<file path="config.mk">
export PLATFORM = sky130hd
export DESIGN_NAME = flash_seq
export DESIGN_NICKNAME = d
export VERILOG_FILES = /design/src/rtl/flash_seq_pkg.sv /design/src/rtl/flash_seq_decode.sv /design/src/rtl/flash_seq_timer.sv /design/src/rtl/flash_seq_array.sv /design/src/rtl/flash_seq.sv
export SDC_FILE = /design/constraint.sdc
export NUM_CORES = 2
export LEC_CHECK = 0
export BUFFER_PORTS_ARGS = -buffer_cell sky130_fd_sc_hd__buf_2
export CORE_AREA = 2 2 467 423
export CTS_CLUSTER_SIZE = 10
export DETAILED_ROUTE_END_ITERATION = 8
export DIE_AREA = 0 0 469 425
export PLACE_DENSITY = 0.68
export SLEW_MARGIN = 20
export SYNTH_ARGS = -nofsm -noshare
export SYNTH_HDL_FRONTEND = slang
export SYNTH_SLANG_ARGS = --single-unit
</file>
<file path="constraint.sdc">
create_clock -name clk -period 4.6 [get_ports clk]
set_input_delay 0.23 -clock clk [delete_from_list [all_inputs] [get_ports clk]]
set_output_delay 0.23 -clock clk [all_outputs]
set_load 0.1 [all_outputs]
</file>
<file path="src/rtl/flash_seq_pkg.sv">
package flash_seq_pkg;

    localparam logic [7:0] OP_PROG  = 8'h02;
    localparam logic [7:0] OP_WRDI  = 8'h04;
    localparam logic [7:0] OP_WREN  = 8'h06;
    localparam logic [7:0] OP_SECT  = 8'h20;
    localparam logic [7:0] OP_BLK   = 8'h52;
    localparam logic [7:0] OP_CHIP  = 8'h60;
    localparam logic [7:0] OP_AAI   = 8'hAF;

    typedef enum logic [1:0] {
        JOB_PROG = 2'd0,
        JOB_SECT = 2'd1,
        JOB_BLK  = 2'd2,
        JOB_CHIP = 2'd3
    } job_e;

    typedef enum logic [1:0] {
        ACT_NONE  = 2'd0,
        ACT_SET   = 2'd1,
        ACT_CLR   = 2'd2,
        ACT_START = 2'd3
    } act_e;

    typedef struct packed {
        act_e act;
        job_e kind;
        logic aai_job;
    } dec_t;

    // Protection from the two top address bits.
    function automatic logic prot_hit(input logic [1:0] bp, input logic [1:0] top2);
        case (bp)
            2'b00:   return 1'b0;
            2'b01:   return top2 == 2'b11;
            2'b10:   return top2[1];
            default: return 1'b1;
        endcase
    endfunction

endpackage

</file>
<file path="src/rtl/flash_seq_decode.sv">
module flash_seq_decode
    import flash_seq_pkg::*;
#(
    parameter int ADDR_W = 8,
    parameter int SECT_W = 4,
    parameter int BLK_W  = 6
) (
    input  logic              cmd_valid,
    input  logic [7:0]        cmd_op,
    input  logic [ADDR_W-1:0] cmd_addr,
    input  logic              busy,
    input  logic              wel,
    input  logic              aai,
    input  logic [1:0]        bp,
    input  logic [ADDR_W-1:0] last_addr,
    output dec_t              dec,
    output logic [ADDR_W-1:0] tgt
);
    localparam logic [ADDR_W-1:0] S_MASK = ADDR_W'((1 << SECT_W) - 1);
    localparam logic [ADDR_W-1:0] B_MASK = ADDR_W'((1 << BLK_W) - 1);

    logic [ADDR_W-1:0] nxt;
    logic              may_wr;

    assign nxt    = last_addr + ADDR_W'(1);
    assign may_wr = wel && !aai;

    always_comb begin
        dec = '{act: ACT_NONE, kind: JOB_PROG, aai_job: 1'b0};
        tgt = cmd_addr;
        if (cmd_valid && !busy) begin
            case (cmd_op)
                OP_WREN: dec.act = ACT_SET;
                OP_WRDI: dec.act = ACT_CLR;
                OP_PROG: begin
                    if (may_wr && !prot_hit(bp, cmd_addr[ADDR_W-1 -: 2]))
                        dec.act = ACT_START;
                end
                OP_SECT: begin
                    tgt      = cmd_addr & ~S_MASK;
                    dec.kind = JOB_SECT;
                    if (may_wr && !prot_hit(bp, tgt[ADDR_W-1 -: 2]))
                        dec.act = ACT_START;
                end
                OP_BLK: begin
                    tgt      = cmd_addr & ~B_MASK;
                    dec.kind = JOB_BLK;
                    if (may_wr && !prot_hit(bp, tgt[ADDR_W-1 -: 2]))
                        dec.act = ACT_START;
                end
                OP_CHIP: begin
                    dec.kind = JOB_CHIP;
                    if (may_wr && bp == 2'b00)
                        dec.act = ACT_START;
                end
                OP_AAI: begin
                    dec.aai_job = 1'b1;
                    if (aai) begin
                        tgt = nxt;
                        if (!prot_hit(bp, nxt[ADDR_W-1 -: 2]))
                            dec.act = ACT_START;
                    end else if (wel && !prot_hit(bp, cmd_addr[ADDR_W-1 -: 2])) begin
                        dec.act = ACT_START;
                    end
                end
                default: dec.act = ACT_NONE;
            endcase
        end
    end
endmodule

</file>
<file path="src/rtl/flash_seq_timer.sv">
module flash_seq_timer #(
    parameter int CW = 5
) (
    input  logic          clk,
    input  logic          rst,
    input  logic          start,
    input  logic [CW-1:0] len,
    output logic          busy,
    output logic          done
);
    logic [CW-1:0] cnt;

    assign done = busy && (cnt == '0);

    always_ff @(posedge clk) begin
        if (rst) begin
            busy <= 1'b0;
            cnt  <= '0;
        end else if (start) begin
            busy <= 1'b1;
            cnt  <= len - CW'(1);
        end else if (done) begin
            busy <= 1'b0;
        end else if (busy) begin
            cnt  <= cnt - CW'(1);
        end
    end
endmodule

</file>
<file path="src/rtl/flash_seq_array.sv">
module flash_seq_array
    import flash_seq_pkg::*;
#(
    parameter int ADDR_W = 8,
    parameter int SECT_W = 4,
    parameter int BLK_W  = 6
) (
    input  logic              clk,
    input  logic              rst,
    input  logic              upd_en,
    input  job_e              upd_kind,
    input  logic [ADDR_W-1:0] upd_addr,
    input  logic [7:0]        upd_data,
    input  logic [ADDR_W-1:0] rd_addr,
    output logic [7:0]        rd_data
);
    localparam int DEPTH = 1 << ADDR_W;

    logic [7:0] mem [DEPTH];

    for (genvar i = 0; i < DEPTH; i++) begin : g_cell
        localparam logic [ADDR_W-1:0] IDX = ADDR_W'(i);
        logic hit;

        always_comb begin
            case (upd_kind)
                JOB_PROG: hit = (upd_addr == IDX);
                JOB_SECT: hit = ((upd_addr >> SECT_W) == (IDX >> SECT_W));
                JOB_BLK:  hit = ((upd_addr >> BLK_W) == (IDX >> BLK_W));
                default:  hit = 1'b1;
            endcase
        end

        always_ff @(posedge clk) begin
            if (rst)
                mem[i] <= 8'hFF;
            else if (upd_en && hit)
                mem[i] <= (upd_kind == JOB_PROG) ? (mem[i] & upd_data) : 8'hFF;
        end
    end

    assign rd_data = mem[rd_addr];
endmodule

</file>
<file path="src/rtl/flash_seq.sv">
module flash_seq
    import flash_seq_pkg::*;
#(
    parameter int ADDR_W = 8,
    parameter int SECT_W = 4,
    parameter int BLK_W  = 6,
    parameter int T_PROG = 4,
    parameter int T_SECT = 8,
    parameter int T_BLK  = 12,
    parameter int T_CHIP = 16
) (
    input  logic              clk,
    input  logic              rst,
    input  logic              cmd_valid,
    input  logic [7:0]        cmd_op,
    input  logic [ADDR_W-1:0] cmd_addr,
    input  logic [7:0]        cmd_data,
    input  logic [1:0]        bp,
    input  logic [ADDR_W-1:0] rd_addr,
    output logic [7:0]        rd_data,
    output logic              busy,
    output logic              write_en,
    output logic              aai_mode
);
    localparam int T_M1 = (T_PROG > T_SECT) ? T_PROG : T_SECT;
    localparam int T_M2 = (T_BLK > T_CHIP) ? T_BLK : T_CHIP;
    localparam int TMAX = (T_M1 > T_M2) ? T_M1 : T_M2;
    localparam int CW   = $clog2(TMAX + 1);
    localparam logic [ADDR_W-1:0] TOP = '1;

    dec_t              dec;
    logic [ADDR_W-1:0] tgt;
    logic              done;
    logic [CW-1:0]     len;

    job_e              job_kind;
    logic [ADDR_W-1:0] job_addr;
    logic [7:0]        job_data;
    logic              job_aai;

    flash_seq_decode #(.ADDR_W(ADDR_W), .SECT_W(SECT_W), .BLK_W(BLK_W)) u_dec (
        .cmd_valid (cmd_valid),
        .cmd_op    (cmd_op),
        .cmd_addr  (cmd_addr),
        .busy      (busy),
        .wel       (write_en),
        .aai       (aai_mode),
        .bp        (bp),
        .last_addr (job_addr),
        .dec       (dec),
        .tgt       (tgt)
    );

    always_comb begin
        case (dec.kind)
            JOB_PROG: len = CW'(T_PROG);
            JOB_SECT: len = CW'(T_SECT);
            JOB_BLK:  len = CW'(T_BLK);
            default:  len = CW'(T_CHIP);
        endcase
    end

    flash_seq_timer #(.CW(CW)) u_tmr (
        .clk   (clk),
        .rst   (rst),
        .start (dec.act == ACT_START),
        .len   (len),
        .busy  (busy),
        .done  (done)
    );

    flash_seq_array #(.ADDR_W(ADDR_W), .SECT_W(SECT_W), .BLK_W(BLK_W)) u_arr (
        .clk      (clk),
        .rst      (rst),
        .upd_en   (done),
        .upd_kind (job_kind),
        .upd_addr (job_addr),
        .upd_data (job_data),
        .rd_addr  (rd_addr),
        .rd_data  (rd_data)
    );

    always_ff @(posedge clk) begin
        if (rst) begin
            write_en <= 1'b0;
            aai_mode <= 1'b0;
            job_kind <= JOB_PROG;
            job_addr <= '0;
            job_data <= '0;
            job_aai  <= 1'b0;
        end else begin
            if (done) begin
                if (!job_aai) begin
                    write_en <= 1'b0;
                end else if (job_addr == TOP) begin
                    write_en <= 1'b0;
                    aai_mode <= 1'b0;
                end
            end
            case (dec.act)
                ACT_SET: write_en <= 1'b1;
                ACT_CLR: begin
                    write_en <= 1'b0;
                    aai_mode <= 1'b0;
                end
                ACT_START: begin
                    job_kind <= dec.kind;
                    job_addr <= tgt;
                    job_data <= cmd_data;
                    job_aai  <= dec.aai_job;
                    if (dec.aai_job)
                        aai_mode <= 1'b1;
                end
                default: ;
            endcase
        end
    end
endmodule

</file>
### Yosys cells after proc, flatten, opt, wreduce, memory -nomap -nowiden

Memories as Yosys holds them, arrays and structs flattened.
Cells that the tools add are included.

| word-level totals | value |
|---|---|
| flip-flop bits (word level) | 27 |
| memory bits (writable) | 2048 |
| input bits | 37 |
| memories kept | 1 |

| cells by class | value |
|---|---|
| $add $sub $neg | 3 |
| equal/unequal tests | 293 |
| mux-type cells | 1581 |
| bitwise operators | 512 |
| reduce and logical (&&, ||, !) cells | 282 |

Memories:

| memory | words | bits a word | rd ports | clocked after memory_dff | wr ports | RTL line | RTL |
|---|---|---|---|---|---|---|---|
| u_arr.mem | 256 | 8 | 257 | 0 | 256 | flash_seq_array.sv:19 | `logic [7:0] mem [DEPTH];` |

Operators by type and width:

| cell | count |
|---|---|
| $mux W8 | 514 |
| $and A8 B8 Y8 | 256 |
| $eq A8 B8 Y1 const B | 129 |
| $mux W1 | 792 |
| $pmux W1 S3 | 258 |
| $eq A8 B7 Y1 const B | 66 |
| $eq A8 B6 Y1 const B | 33 |
| $logic_and A1 B1 Y1 | 264 |
| $or A1 B1 Y1 | 256 |
| $eq A8 B5 Y1 const B | 16 |
| $eq A8 B4 Y1 const B | 8 |
| $eq A8 B3 Y1 const B | 6 |
| $eq A4 B4 Y1 const B | 8 |
| $eq A8 B2 Y1 const B | 3 |
| $logic_not A8 Y1 | 3 |
| $pmux W8 S3 | 1 |
| $mux W5 | 4 |
| $eq A2 B2 Y1 const B | 9 |
| $eq A4 B3 Y1 const B | 4 |
| $pmux W5 S3 | 1 |
| $mux W2 | 7 |
| $pmux W2 S7 | 1 |
| $eq A2 B1 Y1 const B | 5 |
| $sub A5 B1 Y5 const B | 2 |
| other kinds (14) | 25 |

### Depth between registers and ports, before layout

| depth | value |
|---|---|
| word-level depth | 15 |
| depth in mapped cells | 19 |
| gate-level depth less buffers | 16 |

### Cells and area by module

From an unflattened synthesis, not the netlist that was laid out.

| second synthesis, totals | value |
|---|---|
| cell total of the unflattened synthesis | 8856 |
| area total of the unflattened synthesis | 103214.0 um^2 |

Modules (own cells, without submodules):

| module | instances | cells an instance | area each (um^2) | seq. area each (um^2) |
|---|---|---|---|---|
| flash_seq_array | 1 | 8647 | 101409.8 | 61499.0 |
| flash_seq | 1 | 89 | 907.1 | 420.4 |
| flash_seq_decode | 1 | 77 | 489.2 | 0.0 |
| flash_seq_timer | 1 | 43 | 407.9 | 120.1 |

### Worst setup path after synthesis

Ideal clock, no wire load.

| timing | value |
|---|---|
| path kind | input -> output |
| start point | input rd_addr[1] |
| end point | output rd_data[1] |
| data arrival time | 4.829 ns |
| setup slack | -0.459 ns |
| stages | 11 |
| path through | buf_2 > buf_4 > buf_2 > buf_2 > buf_2 > mux2i_1 > nand2_1 > nand3_1 > a31oi_1 > nor4_1 > nor4b_1 |

| on the way | value |
|---|---|
| word-level cells in the longest chain between the ends | 1 |

RTL lines:

| element | RTL line | RTL |
|---|---|---|
| start: declaration | flash_seq.sv:19 | `input logic [ADDR_W-1:0] rd_addr,` |
| $mem_v2 Z256 W8 | - |  |
| end: declaration | flash_seq.sv:20 | `output logic [7:0] rd_data,` |

No other way between the ends.

==> run summary <==
The flow ran to the end, and the final reports show no timing, DRC or antenna violations. The mean area per synthesized cell is 11.3 sq um. The critical path endpoint category is an output port.

Buffers placed on the I/O ports in this run total 47. The detailed route wirelength on metal2 is 139000 microns. The peak fanout along the critical path is 2. The number of buffers inserted to repair setup after CTS is 0. The post-detailed-placement half-perimeter wirelength is 205000 microns. The clock transition at the registers of the reported paths came out at 0.06 ns.

The leftover overflow at the end of global routing is 0. The number of nets produced by synthesis is 9095. The final setup slack of the worst path is 0.162 ns. The number of global-route vias before repair is 71630.

The flip-flop cell with the highest count after synthesis is edfxtp_1. The detailed router put a total of 121000 microns of wire on met1. In this run, distinct cell masters in the synthesized netlist total 73. The met3 wire length came out at 44300 microns. In the layout the commonest cells are 3853 x nand2_1, 2048 x edfxtp_1, 440 x mux4_2. The final net count came out at 8819. The count of endpoints failing hold in the final timing report was 0. The worst clock skew came out at 0.0553 ns. The wire length of the first global-routing pass is 470000 microns. The total power draw came out at 0.0401 W.

The final critical-path required period came out at 4.44 ns. The number of antenna violations at the first check in global routing is 17. The post-layout instance area came out at 0.112 sq mm. The fraction of registers with async set or reset after synthesis came out at 0%. For this design the ratio of total power to cell area is 359 mW/mm^2. The worst path arrival time came out at 4.21 ns. The library cell used most frequently in the layout, excluding fill and tap cells, is nand2_1. The final weighted congestion in routability-driven placement came out at 0.937. The H-tree level count came out at 4.

The floorplan step set the die width to 469 microns. The pin count of the biggest net entering global routing is 126. The post-placement worst setup slack came out at 0.447 ns.

The setup total negative slack is 0 ns. TritonCTS built the clock tree. After synthesis, flip-flops and latches occupy 60.4% of the total area. The share of post-route cells with drive strength above 1 came out at 12.0%. The top metal layer carrying routed signals is met5. The clock passes through at most 3 buffers. Data on the critical path is required at its endpoint by 4.37 ns.

The tree is rooted in a clkbuf_16. The worst setup path is launched from a register. The total standard cell area after synthesis came out at 0.103 sq mm. The post-detailed-route via-to-cell ratio is 6.55. Synthesis inferred 2075 register bits. The critical path in this run is classified as reg2out. The die covers 0.199 sq mm. The actual transition at the worst max-transition pin is 1.25 ns. Setup repair after global routing left no endpoint under its margin.

The maximum frequency from static timing analysis came out at 225 MHz. The placeable core area came out at 0.195 sq mm. Counting every instance in the synthesized netlist gives 9047. For this configuration, the core starts out at a cell density of 52.7%. The I/O pin count came out at 48. During synthesis, Yosys emitted a total of 0 warnings.

The die is 425 microns tall. The count of pins over their slew limit came to 0. The number of cell rows came out at 154. The detail route stage leaves a number of antenna-violating nets equal to 0. The count of TritonRoute iterations in the first routing pass is 8.

Clock tree synthesis inserted a total of 229 buffers. The ratio of final minimum period to clock period is 96.5%. The number of failing setup endpoints in the final timing report is 0. The post-synthesis to final-layout area growth came out at 8.80%. The number of flops mapped to enable cells by yosys is 2048.

The per-cell routed wire length is 27.8 microns. The static leakage is 30.9 nW. The total of max-cap violations came out at 0.

The total number of clock tree sinks is 2075. The routed design has 318000 microns of wire. The initial detailed-routing violation count came out at 11881. The clock reaches the later pin of the worst-skew pair after 0.89 ns.

The path category of the worst min-delay check is in2reg. Gates resized during post-CTS repair numbered 0. The total number of vias came out at 74778. The worst pin sits at a relative slew slack of 14.2%.

The total placed instance area is 0.105 sq mm. Global routing consumed, over all layers together, 31.5% of the routing resources. The worst vdd rail ir drop is 427 uV. The final routed DRC violation total is 0.
final cells by class:
| cell class | instances | area [sq um] |
|---|---|---|
| Inverter | 17 | 63.8 |
| Clock buffer | 275 | 5900 |
| Fill cell | 15726 | 82900 |
| Tap cell | 2574 | 3220 |
| Multi-Input combinational cell | 6177 | 37400 |
| Timing Repair Buffer | 271 | 2680 |
| Antenna cell | 14 | 35.0 |
| Clock inverter | 21 | 340 |
| Sequential cell | 2075 | 62100 |
cell families (layout without fill, tap and decap cells):
family,Yosys count,in the layout,share of synthesized area (%)
muxes,627,627,11.6
AOI/OAI and AO/OA,1075,1075,7.12
buffers and inverters,795,584,3.25
other,0,14,0
adders and majority gates,11,11,0.134
DFF,2075,2075,60.4
xor gates and xnor gates,7,7,0.0597
and+or+nand+nor,4457,4457,17.4
sequential cells by signal, indices dropped and copies added, names as in the netlist:
signal and cells:
u_arr.mem 2048, u_tmr.cnt 5, job_kind 2, aai_mode 1
u_tmr.busy 1, job_aai 1, job_data 8, job_addr 8
write_en 1
power breakdown:
group,total (W),internal [W],switching [W]
combinational,0.00224,0.000792,0.00145
sequential,0.0215,0.0212,0.000288
clock,0.0164,0.00892,0.00744
total,0.0401,0.0309,0.00918
per-layer routing:
metal / vias up / global-route usage, %
li1: 31435 / -
met3: 741 / 8.70
met1: 37032 / 44.8
met2: 5556 / 46.1
met5: - / 0.337
met4: 14 / 12.7
worst max-delay path, cell delays in order (launching register included):
cell      delay [ns]
edfxtp_1        0.41
mux4_2          0.51
a22oi_1         0.33
nand3_1         0.23
nor3_1          0.77
a22oi_1         0.40
o211a_1         0.41
buf_12          0.26
worst paths after layout:
path,start,to,slack (ns),depth (start not counted)
worst max-delay path,u_arr.mem[211][2],rd_data[2],0.16,7
worst min-delay path,cmd_op[4],aai_mode,0.09,6
worst max register to register,job_addr[0],job_addr[0],0.95,14
worst min register to register,job_aai,job_aai,0.54,2
what timing repair did:
| item | in CTS | in global routing |
|---|---|---|
| hold endpoints to repair | 22 | 0 |
| endpoints found under the setup margin | 0 | 0 |
| hold buffers | 30 | 0 |
per-stage QoR:
step                std cells  hold WS, ns  utilization [%]
global placement        11084        0.468             54.0
floorplan                9047        0.377                -
finish                  11424       0.0938             57.4
CTS                     11410       0.0249             57.4
global route            11412        0.142             57.4
detailed placement      11084        0.492             54.0
cell usage after synthesis (13+ instances only):
| cell | n | area share, % |
|---|---|---|
| a31oi_1 | 26 | 0.16 |
| a21oi_1 | 55 | 0.27 |
| nand3_1 | 66 | 0.32 |
| a21o_1 | 420 | 3.1 |
| o221ai_1 | 14 | 0.12 |
| and2_1 | 204 | 1.2 |
| clkbuf_1 | 629 | 2.3 |
| inv_1 | 13 | 0.048 |
| a2111oi_0 | 17 | 0.15 |
| nand2b_1 | 28 | 0.17 |
| mux4_2 | 440 | 9.7 |
| o21ai_0 | 268 | 1.3 |
| a221oi_1 | 18 | 0.15 |
| mux2_2 | 85 | 0.93 |
| nor2_1 | 124 | 0.45 |
| o22ai_1 | 76 | 0.46 |
| nor2b_1 | 41 | 0.25 |
| nand2_1 | 3853 | 14 |
| nor4_1 | 28 | 0.17 |
| a22oi_1 | 42 | 0.31 |
| a211oi_1 | 27 | 0.20 |
| buf_4 | 42 | 0.31 |
| mux2i_1 | 102 | 0.99 |
| edfxtp_1 | 2048 | 60 |
| buf_1 | 13 | 0.048 |
| buf_2 | 81 | 0.39 |
| nor3_1 | 39 | 0.19 |
| o21bai_1 | 26 | 0.19 |
| dfxtp_1 | 27 | 0.53 |
(Power assumes the default switching activity.)
